===== config.mk =====
export PLATFORM = sky130hd
export DESIGN_NAME = spi_burst_engine
export DESIGN_NICKNAME = d
export VERILOG_FILES = /design/src/rtl/spi_burst_pkg.sv /design/src/rtl/spi_cs_decode.sv /design/src/rtl/spi_byte_shifter.sv /design/src/rtl/spi_burst_ctrl.sv /design/src/rtl/spi_burst_engine.sv
export SDC_FILE = /design/constraint.sdc
export NUM_CORES = 1
export LEC_CHECK = 0
export BUFFER_PORTS_ARGS = -buffer_cell sky130_fd_sc_hd__buf_2
export CAP_MARGIN = 20
export CORE_UTILIZATION = 55
export DETAILED_ROUTE_END_ITERATION = 10
export GPL_TIMING_DRIVEN = 0
export PLACE_DENSITY_LB_ADDON = 0.12
export SLEW_MARGIN = 5
export SYNTH_ARGS = -nofsm -noshare
export SYNTH_HDL_FRONTEND = slang
export SYNTH_SLANG_ARGS = --single-unit

===== constraint.sdc =====
create_clock -name clk -period 3.05 [get_ports clk]
set_input_delay 0.305 -clock clk [delete_from_list [all_inputs] [get_ports clk]]
set_output_delay 0.305 -clock clk [all_outputs]
set_load 0.1 [all_outputs]

===== src/rtl/spi_burst_pkg.sv =====
// Package: types shared by the SPI burst engine modules.
// Assumes: the FIFO word is 32 bits and is split into 8-bit exchanges.
package spi_burst_pkg;
    localparam int WORD_W   = 32;
    localparam int BYTE_W   = 8;
    localparam int BYTES_PW = WORD_W / BYTE_W;

    typedef enum logic [2:0] {
        ST_IDLE,
        ST_POP,
        ST_GO,
        ST_WAIT,
        ST_PUSH
    } eng_state_t;
endpackage


===== src/rtl/spi_cs_decode.sv =====
// Chip-select decoder: drives the selected channel's line low while that
// channel is master. Every other line is held high.
// Assumes: the channel-select and master inputs are static configuration.
module spi_cs_decode #(
    parameter int CH    = 4,
    parameter int SEL_W = $clog2(CH)
) (
    input  logic             clk,
    input  logic             rst_n,
    input  logic [SEL_W-1:0] sel_i,
    input  logic             master_i,
    output logic [CH-1:0]    cs_n_o
);
    // one line per channel, low only for the selected master channel
    for (genvar g = 0; g < CH; g++) begin : g_cs
        assign cs_n_o[g] = !(master_i && (sel_i == SEL_W'(g)));
    end


    cs_onehot_chk: assert property (@(posedge clk) disable iff (!rst_n)
        $onehot0(~cs_n_o) && (master_i || (cs_n_o == {CH{1'b1}})));
endmodule


===== src/rtl/spi_byte_shifter.sv =====
// Byte shifter: runs one 8-bit full-duplex exchange in SPI mode 0, MSB first.
// Each serial clock half period lasts div_i+1 system clocks.
// Assumes: start_i is given only while idle, and div_i is stable during a byte.
module spi_byte_shifter #(
    parameter int DIV_W = 8
) (
    input  logic             clk,
    input  logic             rst_n,
    input  logic             start_i,
    input  logic [7:0]       byte_i,
    input  logic [DIV_W-1:0] div_i,
    input  logic             miso_i,
    output logic             sclk_o,
    output logic             mosi_o,
    output logic             done_o,
    output logic [7:0]       byte_o
);
    logic             run_q, sclk_q, done_q;
    logic [DIV_W-1:0] cnt_q;
    logic [2:0]       bit_q;
    logic [7:0]       tsh_q, rsh_q;

    // half-period timing, sampling on the rising edge, shifting on the falling edge
    always_ff @(posedge clk) begin
        if (!rst_n) begin
            run_q  <= 1'b0;
            sclk_q <= 1'b0;
            done_q <= 1'b0;
            cnt_q  <= '0;
            bit_q  <= '0;
            tsh_q  <= '0;
            rsh_q  <= '0;
        end else begin
            done_q <= 1'b0;
            if (start_i && !run_q) begin
                run_q  <= 1'b1;
                sclk_q <= 1'b0;
                cnt_q  <= '0;
                bit_q  <= '0;
                tsh_q  <= byte_i;
            end else if (run_q) begin
                if (cnt_q == div_i) begin
                    cnt_q <= '0;
                    if (!sclk_q) begin
                        sclk_q <= 1'b1;
                        rsh_q  <= {rsh_q[6:0], miso_i};
                    end else begin
                        sclk_q <= 1'b0;
                        tsh_q  <= {tsh_q[6:0], 1'b0};
                        if (bit_q == 3'd7) begin
                            run_q  <= 1'b0;
                            done_q <= 1'b1;
                        end else begin
                            bit_q <= bit_q + 3'd1;
                        end
                    end
                end else begin
                    cnt_q <= cnt_q + DIV_W'(1);
                end
            end
        end
    end

    assign sclk_o = sclk_q;
    assign mosi_o = tsh_q[7];
    assign done_o = done_q;
    assign byte_o = rsh_q;


    sclk_half_chk: assert property (@(posedge clk) disable iff (!rst_n)
        $rose(sclk_q) |-> ($past(cnt_q) == div_i));
endmodule


===== src/rtl/spi_burst_ctrl.sv =====
// Burst controller: pops TX words, counts the burst in bits, runs the byte
// exchanges, packs the received bytes and pushes or drops the RX word.
// It also owns the exchange bit and the transfer-complete and overflow pulses.
// Assumes: the FIFO flags are updated within one cycle of a pop or push.
module spi_burst_ctrl
    import spi_burst_pkg::*;
#(
    parameter int LEN_W = 12
) (
    input  logic              clk,
    input  logic              rst_n,
    input  logic [LEN_W-1:0]  len_m1_i,
    input  logic              master_i,
    input  logic              multi_i,
    input  logic              smc_i,
    input  logic              tx_wr_i,
    input  logic              xch_wr_i,
    input  logic              xch_val_i,
    input  logic              tx_empty_i,
    input  logic [WORD_W-1:0] tx_data_i,
    output logic              tx_pop_o,
    input  logic              rx_full_i,
    output logic              rx_push_o,
    output logic [WORD_W-1:0] rx_data_o,
    output logic              xch_o,
    output logic              done_o,
    output logic              ovf_o,
    output logic              busy_o,
    output logic              sh_start_o,
    output logic [7:0]        sh_byte_o,
    input  logic              sh_done_i,
    input  logic [7:0]        sh_byte_i
);
    localparam int CNT_W = LEN_W + 2;

    eng_state_t               state_q;
    logic signed [CNT_W-1:0]  rem_q, rem_eff, burst_bits;
    logic [CNT_W-1:0]         r7;
    logic [2:0]               nb_q, nb_calc;
    logic [1:0]               idx_q;
    logic [WORD_W-1:0]        word_q, rxw_q;
    logic                     xch_q, start_go;

    // burst length, reload of the remaining count and bytes per word
    always_comb begin
        burst_bits = $signed({2'b00, len_m1_i}) + $signed(CNT_W'(1));
        rem_eff    = (rem_q <= 0) ? burst_bits : rem_q;
        r7         = CNT_W'(rem_eff) + CNT_W'(7);
        nb_calc    = (rem_eff >= 32) ? 3'(BYTES_PW) : r7[5:3];
    end

    // start on a TX write or on a 0-to-1 change of the exchange bit
    assign start_go = master_i && (smc_i ? tx_wr_i
                                         : (xch_wr_i && xch_val_i && !xch_q));

    // sequencer, exchange bit and word assembly
    always_ff @(posedge clk) begin
        if (!rst_n) begin
            state_q <= ST_IDLE;
            rem_q   <= '0;
            nb_q    <= '0;
            idx_q   <= '0;
            word_q  <= '0;
            rxw_q   <= '0;
            xch_q   <= 1'b0;
        end else begin
            if (xch_wr_i) xch_q <= xch_val_i;
            case (state_q)
                ST_IDLE: if (start_go) state_q <= ST_POP;
                ST_POP: begin
                    if (tx_empty_i) begin
                        xch_q   <= 1'b0;
                        state_q <= ST_IDLE;
                    end else begin
                        word_q  <= tx_data_i;
                        rem_q   <= rem_eff;
                        nb_q    <= nb_calc;
                        idx_q   <= '0;
                        rxw_q   <= '0;
                        if (multi_i) xch_q <= 1'b1;
                        state_q <= ST_GO;
                    end
                end
                ST_GO: state_q <= ST_WAIT;
                ST_WAIT: begin
                    if (sh_done_i) begin
                        rxw_q[idx_q*8 +: 8] <= sh_byte_i;
                        rem_q <= rem_q - $signed(CNT_W'(8));
                        if ({1'b0, idx_q} == nb_q - 3'd1) begin
                            state_q <= ST_PUSH;
                        end else begin
                            idx_q   <= idx_q + 2'd1;
                            state_q <= ST_GO;
                        end
                    end
                end
                ST_PUSH: state_q <= ST_POP;
                default: state_q <= ST_IDLE;
            endcase
        end
    end

    assign tx_pop_o   = (state_q == ST_POP) && !tx_empty_i;
    assign rx_push_o  = (state_q == ST_PUSH) && !rx_full_i;
    assign ovf_o      = (state_q == ST_PUSH) && rx_full_i;
    assign done_o     = ((state_q == ST_PUSH) && (rem_q <= 0) && !multi_i) ||
                        ((state_q == ST_POP) && tx_empty_i);
    assign busy_o     = (state_q != ST_IDLE);
    assign rx_data_o  = rxw_q;
    assign xch_o      = xch_q;
    assign sh_start_o = (state_q == ST_GO);
    assign sh_byte_o  = word_q[idx_q*8 +: 8];


    pop_spacing_chk: assert property (@(posedge clk) disable iff (!rst_n)
        tx_pop_o |=> !tx_pop_o);


    rem_pos_chk: assert property (@(posedge clk) disable iff (!rst_n)
        (state_q == ST_GO) |-> (rem_q > 0));


    xch_hold_chk: assert property (@(posedge clk) disable iff (!rst_n)
        (multi_i && (state_q == ST_WAIT)) |-> xch_q);


    multi_done_chk: assert property (@(posedge clk) disable iff (!rst_n)
        (done_o && multi_i) |-> tx_empty_i);
endmodule


===== src/rtl/spi_burst_engine.sv =====
// SPI burst engine top: decodes the master and multi-burst conditions from the
// configuration and connects the controller, the byte shifter and the
// chip-select decoder.
// Assumes: the configuration inputs change only while busy_o is low.
module spi_burst_engine
    import spi_burst_pkg::*;
#(
    parameter int LEN_W = 12,
    parameter int CH    = 4,
    parameter int DIV_W = 8,
    parameter int SEL_W = $clog2(CH)
) (
    input  logic              clk,
    input  logic              rst_n,
    input  logic [LEN_W-1:0]  len_m1_i,
    input  logic [SEL_W-1:0]  chan_sel_i,
    input  logic [CH-1:0]     chan_mode_i,
    input  logic [CH-1:0]     ss_ctl_i,
    input  logic              smc_i,
    input  logic [DIV_W-1:0]  div_i,
    input  logic              tx_wr_i,
    input  logic              xch_wr_i,
    input  logic              xch_val_i,
    input  logic              tx_empty_i,
    input  logic [WORD_W-1:0] tx_data_i,
    output logic              tx_pop_o,
    input  logic              rx_full_i,
    output logic              rx_push_o,
    output logic [WORD_W-1:0] rx_data_o,
    output logic              sclk_o,
    output logic              mosi_o,
    input  logic              miso_i,
    output logic [CH-1:0]     cs_n_o,
    output logic              xch_o,
    output logic              done_o,
    output logic              ovf_o,
    output logic              busy_o
);
    logic       master, multi, sh_start, sh_done;
    logic [7:0] sh_tx, sh_rx;

    // the master flag and the multi-burst condition of the selected channel
    assign master = chan_mode_i[chan_sel_i];
    assign multi  = master && !smc_i && ss_ctl_i[chan_sel_i];

    spi_burst_ctrl #(.LEN_W(LEN_W)) u_ctrl (
        .clk(clk), .rst_n(rst_n), .len_m1_i(len_m1_i),
        .master_i(master), .multi_i(multi), .smc_i(smc_i),
        .tx_wr_i(tx_wr_i), .xch_wr_i(xch_wr_i), .xch_val_i(xch_val_i),
        .tx_empty_i(tx_empty_i), .tx_data_i(tx_data_i), .tx_pop_o(tx_pop_o),
        .rx_full_i(rx_full_i), .rx_push_o(rx_push_o), .rx_data_o(rx_data_o),
        .xch_o(xch_o), .done_o(done_o), .ovf_o(ovf_o), .busy_o(busy_o),
        .sh_start_o(sh_start), .sh_byte_o(sh_tx),
        .sh_done_i(sh_done), .sh_byte_i(sh_rx)
    );

    spi_byte_shifter #(.DIV_W(DIV_W)) u_shift (
        .clk(clk), .rst_n(rst_n), .start_i(sh_start), .byte_i(sh_tx),
        .div_i(div_i), .miso_i(miso_i), .sclk_o(sclk_o), .mosi_o(mosi_o),
        .done_o(sh_done), .byte_o(sh_rx)
    );

    spi_cs_decode #(.CH(CH), .SEL_W(SEL_W)) u_cs (
        .clk(clk), .rst_n(rst_n), .sel_i(chan_sel_i), .master_i(master),
        .cs_n_o(cs_n_o)
    );
endmodule


---- Yosys cells after proc, flatten, opt, wreduce, memory -nomap -nowiden ----
Index checks and enable logic that the tools add are counted.
storage, ports and cells
  bits in registers ....................... 117
  logic and storage cells ................. 132
cells by class
  add/subtract/negate cells ............... 8
  $lt $le $gt $ge ......................... 3
  equal/unequal tests ..................... 14
  shifts and indexed selects .............. 3
  mux-type cells .......................... 39
  bitwise gates (word level) .............. 7
  reductions and logical operators ........ 44
operator list
  cell                       number
  $mux W32                   2
  $pmux W32 S2               1
  $mux W14                   3
  $mux W8                    5
  $neg A5 Y34                1
  $shift A8 B34 Y32 const A  1
  $shiftx A8 B34 Y32         1
  $bwmux W32                 1
  $shiftx A32 B6 Y8          1
  $pmux W14 S2               1
  $logic_and A1 B1 Y1        16
  $pmux W3 S5                1
  $ge A14 B7 Y1 const B      1
  $le A14 B1 Y1 const B      1
  $mux W1                    14
  $sub A14 B5 Y14 const B    1
  $add A12 B1 Y13 const B    1
  $mux W3                    4
  $reduce_and A4 Y1          3
  $logic_not A1 Y1           10
  $add A8 B1 Y8 const B      1
  $eq A8 B8 Y1               1
  $mux W2                    4
  $reduce_bool A2 Y1         4
  other kinds (24)           39

---- Logic depth before layout (Yosys ltp) ----
Gate-level depths: netlist (run 1).
  depth after elaboration ................. 7
  mapped depth ............................ 9
  depth with buffers taken out ............ 8

---- By module ----
A second synthesis (run 1) with hierarchy kept.
unflattened totals
  cells, all modules ...................... 648
  area, all modules ....................... 5,565.3 um2
by module, submodules not included
  module            instances  cells each  area each (um2)  seq. area each (um2)
  spi_burst_ctrl    1          505         4,145.2          1,741.7
  spi_byte_shifter  1          136         1,337.5          600.6
  spi_burst_engine  1          3           53.8             0.0
  spi_cs_decode     1          4           28.8             0.0

---- Least setup slack after synthesis (run 1) ----
OpenSTA, ideal clock, no wires.
  path kind ............................... register to output
  from .................................... register u_ctrl.state_q[1]
  to ...................................... output rx_push_o
  arrival ................................. 3.624 ns
  slack ................................... -0.879 ns
  stages on the path, launching flop included .. 3
  cell sequence ........................... dfxtp_1 clkbuf_1 nor4b_1
between the ends
  word-level cells in the longest chain between the ends .. 2
ends and longest elaborated chain
  element                   line                    RTL
  start: declaration        spi_burst_ctrl.sv:36    eng_state_t state_q;
  start signal: assignment  spi_burst_ctrl.sv:59    state_q <= ST_IDLE;
  start signal: assignment  spi_burst_ctrl.sv:69    ST_IDLE: if (start_go) state_q <= ST_POP;
  start signal: assignment  spi_burst_ctrl.sv:73    state_q <= ST_IDLE;
  $eq A3 B3 Y1              spi_burst_ctrl.sv:104   assign rx_push_o = (state_q == ST_PUSH) && !rx_full_i;
  $logic_and A1 B1 Y1       spi_burst_ctrl.sv:104
  end: declaration          spi_burst_engine.sv:28  output logic rx_push_o,
No other way between the ends.

---- Final worst setup path (run 1) ----
  from .................................... register u_ctrl.rem_q[3]
  to ...................................... output done_o
between the ends
  word-level cells in the longest chain between the ends .. 4
ends and longest elaborated chain
  element                            line                    RTL
  start: declaration                 spi_burst_ctrl.sv:37    logic signed [CNT_W-1:0] rem_q, rem_eff, burst_bits;
  start signal: assignment           spi_burst_ctrl.sv:76    rem_q <= rem_eff;
  start signal: assignment           spi_burst_ctrl.sv:88    rem_q <= rem_q - $signed(CNT_W'(8));
  $le A14 B1 Y1                      spi_burst_ctrl.sv:106   assign done_o = ((state_q == ST_PUSH) && (rem_q <= 0) && !multi_i) ||
  $logic_and A1 B1 Y1 (2 in series)  spi_burst_ctrl.sv:106
  $logic_or A1 B1 Y1                 spi_burst_ctrl.sv:106
  end: declaration                   spi_burst_engine.sv:35  output logic done_o,
No other way between the ends.

==> reports/results.tsv, run 1 <==
metric	value	unit
RSZ-0062 raised after global routing	false	
largest cells by area after synthesis	dfxtp_1 43%, nand2_1 7.8%, nor2_1 5.6%, a21oi_1 5.4%, a22oi_1 4.4%	
largest net degree at the start of global routing	17	
share of synthesized flip-flops with an asynchronous set or reset	0	%
Total Wirelength	14580	um
Syn. warnings	0	
DRT antenna net count	0	
TritonCTS buffer count	17	
initial antenna violation count	0	
min Tclk post-route	2891	ps
WP data arrival	2590	ps
CP max stage delay	430	ps
CORE AREA	9415	um^2
drt drc	0	
syn_area_per_cell	8.476	um^2
Via Count	5288	
die area	10310	um^2
register share of total power	39.3	%
total negative slack	0	ps
ANT cells	0	
internal power	0.002957	W
Initial Utilization	57.89	%
clk sinks	117	
post-DR wirelength/cell	15.86	um
leakage power	2.625	nW
area grow syn2layout	25.14	%
Final Util	72.44	%
CP Cell Sequence	nor4_4 > a41o_2 > buf_6 > o211ai_1 > o22a_1 > nor2_2 > buf_2	
fin cells	919	
Design Area, Final	6820	um^2
DPL Wire Length	10450	um
Clk network pwr share	51.5	%
Max VDD drop	0.3465	mV
FP Rows	35	
Design Power	0.003998	W
Setup CP Type	reg -> out	
Post-synth top flop	dfxtp_1	
Switching Fraction	26.04	%
synthesized area	5450	um^2
Worst Tran Pin Value	802.3	ps
commonest non-fill, non-tap cell in the layout	buf_2	
PwrDens	586.1	nW/um^2
Max FO, Critical Path	10	
cell at the slowest stage of the critical path	buf_2	
max_slew headroom	46.51	%
CTS hold repair buffers	0	
Final Hold Fails	0	
Clock Latency Late Sink	520	ps
R2R Setup Slk	310	ps
outcome	completed	
hold path depth	3	
r2r endpoint	u_ctrl.rx_data_o[8]	
die height	101.5	um
drt initial violations	228	
dpl cells	886	
Post-Synthesis Cells	643	
P_sw	0.001041	W
CTS tree	yes	
critical path required time	2740	ps
synthesized flop and latch total	117	
Setup crit end kind	primary output	
Seq/Total Area, Yosys	42.98	%
max-cap viol count	0	
EDFF count, synth	0	
first-pass GRT wire length	23620	um
crit path launch type	flop	
Gate power share	9.2	%
Yosys top cell area share	42.98	%
FILL cells	727	
WP buf/inv	2	
vias in the first global route	4975	
Clock Path Buffers	2	
First-pass DRT Iterations	5	
commonest non-fill, non-tap cells in the layout	118 x buf_2, 117 x dfxtp_1, 113 x nand2_1, 80 x nor2_1, 59 x a21oi_1	
Post-Route Skew	5.804	ps
Setup-failing EPs final	0	
post-synthesis net count	724	
clock root buffer	clkbuf_8	
gr usage total	29.71	%
Horiz. Die Dim	101.5	um
DP Area	6197	um^2
routability-driven placement congestion ratio	0.8315	
H-tree depth	4	
HP Start	tx_data_i[19]	
Max Fclk	345.9	MHz
Worst Hold Endpoint	u_ctrl.word_q[19]	
r2r worst-path depth	8	
Vias/cell	5.754	
layout cells sized above 1	22.66	%
critical path's top delay family	compound AO/OA/AOI/OAI gates	
Ports	115	
Clk pin slew, worst setup/hold paths	60	ps
nets	858	
area leader, netlist	dfxtp_1	
Tcrit/Tclk final	94.79	%
gr ovfl total	0	
Slew Limit Fails	0	
Hold Crit Class	in -> reg	
Synth cell types	58	
R2R Path Start	u_ctrl.idx_q[0]	
Port Buffers	114	
-- worst register-to-register path: cells and delay by family (launching register included) --
family | cells | cell delay, ps
AO/OA/AOI/OAI | 1 | 180
adder cells (fa/ha/maj) | 1 | 430
buffers and inverters | 3 | 890
flip-flops | 1 | 360
AND/OR/NAND/NOR | 3 | 800
-- cells by family after synthesis --
logic type	after synthesis	synth area share (%)
simple gates	278	24.33
compound gates	146	17.24
flops	117	42.98
buf+inv	47	3.604
xor+xnor	34	5.464
mux	11	4.086
fa+ha+maj	10	2.296
-- worst max-delay path by stage --
stage,cells past startpoint,from,endpoint
2_1_floorplan,6,chan_mode_i[2],done_o
3_3_place_gp,8,u_ctrl.idx_q[0],u_ctrl.rx_data_o[8]
3_5_place_dp,8,u_ctrl.idx_q[0],u_ctrl.rx_data_o[11]
4_1_cts,5,u_ctrl.state_q[2],tx_pop_o
5_1_grt,7,u_ctrl.rem_q[3],done_o
6_report,7,u_ctrl.rem_q[3],done_o
-- per-layer routing --
| metal | track usage (%) | wire (um) | vias up |
|---|---|---|---|
| li1 | - | - | 2571 |
| met1 | 35.79 | 6202 | 2496 |
| met2 | 52.81 | 7351 | 199 |
| met3 | 5.797 | 824 | 22 |
| met4 | 10.03 | 200 | 0 |
| met5 | 0 | 0 | - |
-- sequential cells by signal, summed over array words and instances (netlist names) --
register	cells
u_ctrl.rx_data_o	32
u_ctrl.word_q	32
u_ctrl.rem_q	14
u_shift.byte_o	8
u_shift.cnt_q	8
u_shift.tsh_q	8
u_ctrl.nb_q	3
u_ctrl.state_q	3
u_shift.bit_q	3
u_ctrl.idx_q	2
u_ctrl.xch_o	1
u_shift.done_o	1
u_shift.run_q	1
u_shift.sclk_o	1
-- power groups by stage --
stage,sequential (W),clock (W),combinational (W)
floorplan,0.00161,0,0.000237
global placement,0.00160,0,0.000356
detailed placement,0.00160,0,0.000362
CTS,0.00157,0.00207,0.000364
global route,0.00157,0.00215,0.000400
finish,0.00157,0.00206,0.000368
-- synth_stat cells (all sizes together), types with 9 or more instances --
master and count:
xor2 9, clkbuf 24, nand2 113, a21oi 59
a31oi 9, a22oi 32, inv 13, nor2 81
nor3 9, buf 10, nand4 9, nand3 24
xnor2 25, dfxtp 117, mux4 9, o21ai 12
ha 10
-- layout make-up --
cell class | instances | area (um^2) | share of cell area [%]
Timing Repair Buffer | 115 | 578.1 | 8.476
Tap cell | 129 | 161.4 | 2.367
Clock buffer | 17 | 414.1 | 6.072
Clock inverter | 15 | 195.2 | 2.862
Multi-Input combinational cell | 479 | 2932 | 42.98
Buffer | 34 | 148.9 | 2.183
Sequential cell | 117 | 2342 | 34.34
Inverter | 13 | 48.80 | 0.7155
-- stage by stage --
stage                     hold slack, ps  setup WS, ps
after floorplan                    400.6         262.0
after global placement             439.2         369.5
after detailed placement           447.0         336.7
after CTS                          8.541         114.9
after global routing               14.29         33.54
final                              17.66         158.8
-- repair_timing --
| action | in CTS | in global routing |
|---|---|---|
| cloned | 0 | 0 |
| gates resized for setup | 1 | 2 |
| setup buffers | 0 | 0 |
| endpoints found under the setup margin | 1 | 2 |
Power figures use the tool's default switching activity.
==> inputs of run 2 (changes only) <==
MAX_ROUTING_LAYER = met4   (was default)
clock period = 3 ns   (was 3.05 ns; I/O delays follow)
==> run 2 against run 1 <==
  * Worst hold slack got worse by 13 ps
  * Non-clock buffer count decreased by 1
  * Sequential power about the same
  * Core utilization decreased by 0.43 points
  * Register-to-register slack got worse by 110 ps
  * Combinational power increased by 2%
  * Largest power group unchanged
  * Routed wire length decreased by 0.68%
  * Critical path type unchanged
  * Die area unchanged
==> reports/results.tsv, run 2 (synthesis results as in run 1) <==
metric	value	unit	change
Setup-failing EPs final	0		unchanged
ANT cells	0		unchanged
Total Wirelength	14480	um	-0.68%
Ports	115		unchanged
layout cells sized above 1	22.46	%	-0.20 points
R2R Path Start	u_ctrl.idx_q[0]		
drt initial violations	297		+30%
Slew Limit Fails	0		unchanged
First-pass DRT Iterations	5		unchanged
Max VDD drop	0.3302	mV	-4.7%
Design Power	0.003920	W	-1.9%
Horiz. Die Dim	101.5	um	unchanged
clk sinks	117		unchanged
CTS hold repair buffers	0		unchanged
outcome	completed		
hold path depth	3		unchanged
DRT antenna net count	0		unchanged
r2r worst-path depth	8		unchanged
Clock Path Buffers	2		unchanged
fin cells	917		-0.22%
max_slew headroom	29.47	%	-17 points
gr ovfl total	0		unchanged
R2R Setup Slk	200	ps	-110 ps
Final Hold Fails	0		unchanged
TritonCTS buffer count	17		unchanged
commonest non-fill, non-tap cells in the layout	117 x dfxtp_1, 116 x buf_2, 113 x nand2_1, 80 x nor2_1, 59 x a21oi_1		
nets	857		-0.12%
first-pass GRT wire length	23200	um	-1.8%
min Tclk post-route	2802	ps	
footprint of the multi-input gates	2938	um^2	+0.21%
initial antenna violation count	0		unchanged
largest net degree at the start of global routing	17		unchanged
Setup crit end kind	primary output		
FILL cells	760		+4.5%
area grow syn2layout	24.40	%	
routability-driven placement congestion ratio	0.8441		+1.5%
die height	101.5	um	unchanged
Clk pin slew, worst setup/hold paths	60	ps	about the same
WP data arrival	2500	ps	-90 ps
clock root buffer	clkbuf_8		
CORE AREA	9415	um^2	unchanged
Port Buffers	114		unchanged
drt drc	0		unchanged
total negative slack	0	ps	unchanged
Initial Utilization	57.89	%	unchanged
post-DR wirelength/cell	15.79	um	-0.46%
commonest non-fill, non-tap cell in the layout	dfxtp_1		
leakage power	2.618	nW	-0.26%
CTS tree	yes		
Clock Latency Late Sink	530	ps	about the same
Max Fclk	356.9	MHz	
H-tree depth	4		unchanged
gr usage total	30.17	%	+0.46 points
vias in the first global route	4914		-1.2%
Via Count	5292		+0.076%
HP Start	tx_data_i[20]		
die area	10310	um^2	unchanged
Hold Crit Class	in -> reg		
Max FO, Critical Path	10		unchanged
Hold Slack	4.575	ps	-13.08 ps
crit path launch type	flop		
FP Rows	35		unchanged
Tcrit/Tclk final	93.40	%	
Storage cell area	2342	um^2	unchanged
dpl cells	886		unchanged
Final Util	72.01	%	-0.43 points
DPL Wire Length	10320	um	-1.2%
RSZ-0062 raised after global routing	false		
Setup CP Type	reg -> out		
Post-Route Skew	8.757	ps	+2.952 ps
PwrDens	578.2	nW/um^2	-1.4%
Worst Tran Pin Value	1050	ps	+247.5 ps
Worst Hold Endpoint	u_ctrl.word_q[20]		
critical path required time	2700	ps	-40 ps
r2r endpoint	u_ctrl.rx_data_o[20]		
max-cap viol count	0		unchanged
Vias/cell	5.771		+0.29%
## run 2: cell types whose count changed in the layout (fill, tap and decap cells not counted), moves of 2 or more
| cell | before | now |
|---|---|---|
| inv_8 | 3 | 0 |
| clkinv_2 | 1 | 3 |
| buf_2 | 118 | 116 |
| clkinv_4 | 1 | 4 |
## run 2: final cells by class
class,instances,share of cell area (%)
inverter,13,0.7197
timing repair buffer,114,8.489
sequential,117,34.55
tap,129,2.381
clock inverter,14,2.233
buffer,34,2.196
clock buffer,17,6.108
multi-input combinational,479,43.33
## run 2: worst max-delay path by stage
stage	from	cells past startpoint	end
detailed placement	u_ctrl.idx_q[0]	8	u_ctrl.rx_data_o[13]
CTS	u_ctrl.rem_q[0]	7	done_o
global route	u_ctrl.idx_q[0]	8	u_ctrl.rx_data_o[20]
finish	u_ctrl.rem_q[7]	8	done_o
global placement	u_ctrl.idx_q[0]	8	u_ctrl.rx_data_o[8]
floorplan	chan_mode_i[2]	6	done_o
## run 2: what timing repair did
item,in CTS,in global routing
resized for setup,1,4
buffers inserted,0,0
setup endpoints to repair,1,6
## run 2: layer usage
metal	track usage [%]	share of wire, %
met5	-	0
met4	13.49	2.1
met3	5.521	6.8
met2	49.12	48
met1	36.34	43
## run 2: through the flow
stage	setup slack [ps]	instance area, um^2
after floorplan	222.0	5465
after global placement	317.1	6197
after detailed placement	246.4	6197
after CTS	86.41	6765
after global routing	29.87	6780
final	197.9	6780
## run 2: report_power, final
part / internal (W) / switching, W
Clock: 0.00118 / 0.000767
Combinational: 0.000138 / 0.000238
Sequential: 0.00158 / 0.0000172
## run 2: worst max-delay path: stages (launching register included)
cell and delay, ps:
dfxtp_1 300, buf_6 130, nor4_4 350, a41o_2 320, buf_6 160, o211ai_1 100
o22a_1 200, nor2_2 80, clkbuf_4 330
==> inputs of run 3 (changes only) <==
CORE_UTILIZATION = 59   (was 55)
clock period = 3.37 ns   (was 3 ns; I/O delays follow)
==> run 3 against run 2 <==
  * The flow now finishes with violations (design-rule violations)
  * Sequential share of layout area is essentially flat
  * Combinational power shrank 10%
  * Global-route usage grew 2.9 points
  * Setup slack gained 100 ps
  * Non-clock buffer count is the same
  * Via count grew 2.7%
==> reports/results.tsv, run 3 (synthesis results as in run 1) <==
metric	value	unit	change
drt initial violations	318		+7.1%
leakage power	2.619	nW	about the same
Horiz. Die Dim	98.11	um	-3.4%
Via Count	5433		+2.7%
PwrDens	534.8	nW/um^2	-7.5%
Hold Crit Class	in -> reg		
TritonCTS buffer count	17		unchanged
initial antenna violation count	0		unchanged
Port Buffers	114		unchanged
DPL Wire Length	10200	um	-1.2%
min Tclk post-route	3070	ps	
FP Rows	34		-2.9%
Tcrit/Tclk final	91.10	%	
max-cap viol count	0		unchanged
Max FO, Critical Path	10		unchanged
drt drc	8		+8
CTS hold repair buffers	0		unchanged
Setup crit end kind	primary output		
gr usage total	33.08	%	+2.9 points
commonest non-fill, non-tap cell in the layout	buf_2		
Final Util	76.65	%	+4.6 points
first-pass GRT wire length	24460	um	+5.4%
post-DR wirelength/cell	16.46	um	+4.2%
clk sinks	117		unchanged
Clock Path Buffers	2		unchanged
routability-driven placement congestion ratio	0.8552		+1.3%
commonest non-fill, non-tap cells in the layout	118 x buf_2, 117 x dfxtp_1, 113 x nand2_1, 81 x nor2_1, 59 x a21oi_1		
DRT antenna net count	0		unchanged
Initial Utilization	61.60	%	+3.7 points
Total Wirelength	14770	um	+2.0%
nets	857		unchanged
total negative slack	0	ps	unchanged
vias in the first global route	5265		+7.1%
Post-Route Skew	7.617	ps	-1.140 ps
RSZ-0062 raised after global routing	false		
Ports	115		unchanged
CTS tree	yes		
WP data arrival	2730	ps	+230 ps
H-tree depth	4		unchanged
die area	9626	um^2	-6.7%
critical path required time	3030	ps	+330 ps
Resize count post-CTS	0		-1
crit path launch type	flop		
Slew Limit Fails	0		unchanged
First-pass DRT Iterations	11		+6
ANT cells	0		unchanged
Max Fclk	325.7	MHz	
die height	98.11	um	-3.4%
Setup-failing EPs final	0		unchanged
FILL cells	637		-16%
Clock Latency Late Sink	530	ps	about the same
layout cells sized above 1	22.18	%	-0.28 points
violated checks	design-rule violations		
Clk pin slew, worst setup/hold paths	60	ps	about the same
max_slew headroom	27.68	%	-1.8 points
CORE AREA	8848	um^2	-6.0%
clock root buffer	clkbuf_8		
largest net degree at the start of global routing	17		unchanged
area grow syn2layout	24.45	%	about the same
Vias/cell	6.057		+5.0%
Worst Tran Pin Value	1077	ps	+26.77 ps
Max VDD drop	0.3550	mV	+7.5%
Post-CTS Setup Bufs	0		unchanged
outcome	finished, violations left		
Final Hold Fails	0		unchanged
gr ovfl total	0		unchanged
Setup CP Type	reg -> out		
## run 3: final cells by class
cell class | count | area (um^2) | share of cell area (%)
multi-input cells | 479 | 2924 | 43.11
repair buffers | 114 | 570.5 | 8.412
clock inverters | 14 | 186.4 | 2.749
inverters | 13 | 48.80 | 0.7194
flip-flops and latches | 117 | 2342 | 34.53
well taps | 108 | 135.1 | 1.992
plain buffers | 34 | 147.6 | 2.177
clock buffers | 18 | 427.9 | 6.309
## run 3: path summary, 6_finish.rpt
kind / startpoint / to / slack, ps / depth (start not counted)
worst min register to register: u_ctrl.word_q[4] / u_ctrl.word_q[4] / 450 / 2
worst max register to register: u_ctrl.idx_q[0] / u_ctrl.rx_data_o[12] / 580 / 8
worst min-delay path: tx_data_i[4] / u_ctrl.word_q[4] / 40 / 3
worst max-delay path: u_ctrl.state_q[2] / tx_pop_o / 300 / 5
## run 3: through the flow
stage	hold slack [ps]	instance area (um^2)	std cells	power, W	setup WS (ps)
finish	43.16	6783	897	0.003627	300.0
global route	39.07	6783	897	0.003737	197.7
CTS	32.30	6783	897	0.003621	302.8
detailed placement	446.6	6168	865	0.001776	671.6
global placement	438.9	6168	865	0.001767	730.7
floorplan	432.6	5463	643	0.001667	59.00
## run 3: critical path, cell delays in order (launching register included)
cell and delay, ps:
dfxtp_1 370, nand2b_1 230, or3_1 390, inv_2 200, buf_1 490, buf_2 530
## run 3: report_power, final
group	switching, W	internal, W
Combinational	0.000216	0.000121
Clock	0.000703	0.00117
Sequential	0.0000157	0.00140
Total	0.000934	0.00269
## run 3: per-layer routing
metal	vias up	part of all wire [%]	track usage, %
met5	-	0	-
met4	0	3.2	15.27
met3	52	6.9	8.089
met2	255	50	55.58
met1	2554	40	37.04
li1	2572	-	-
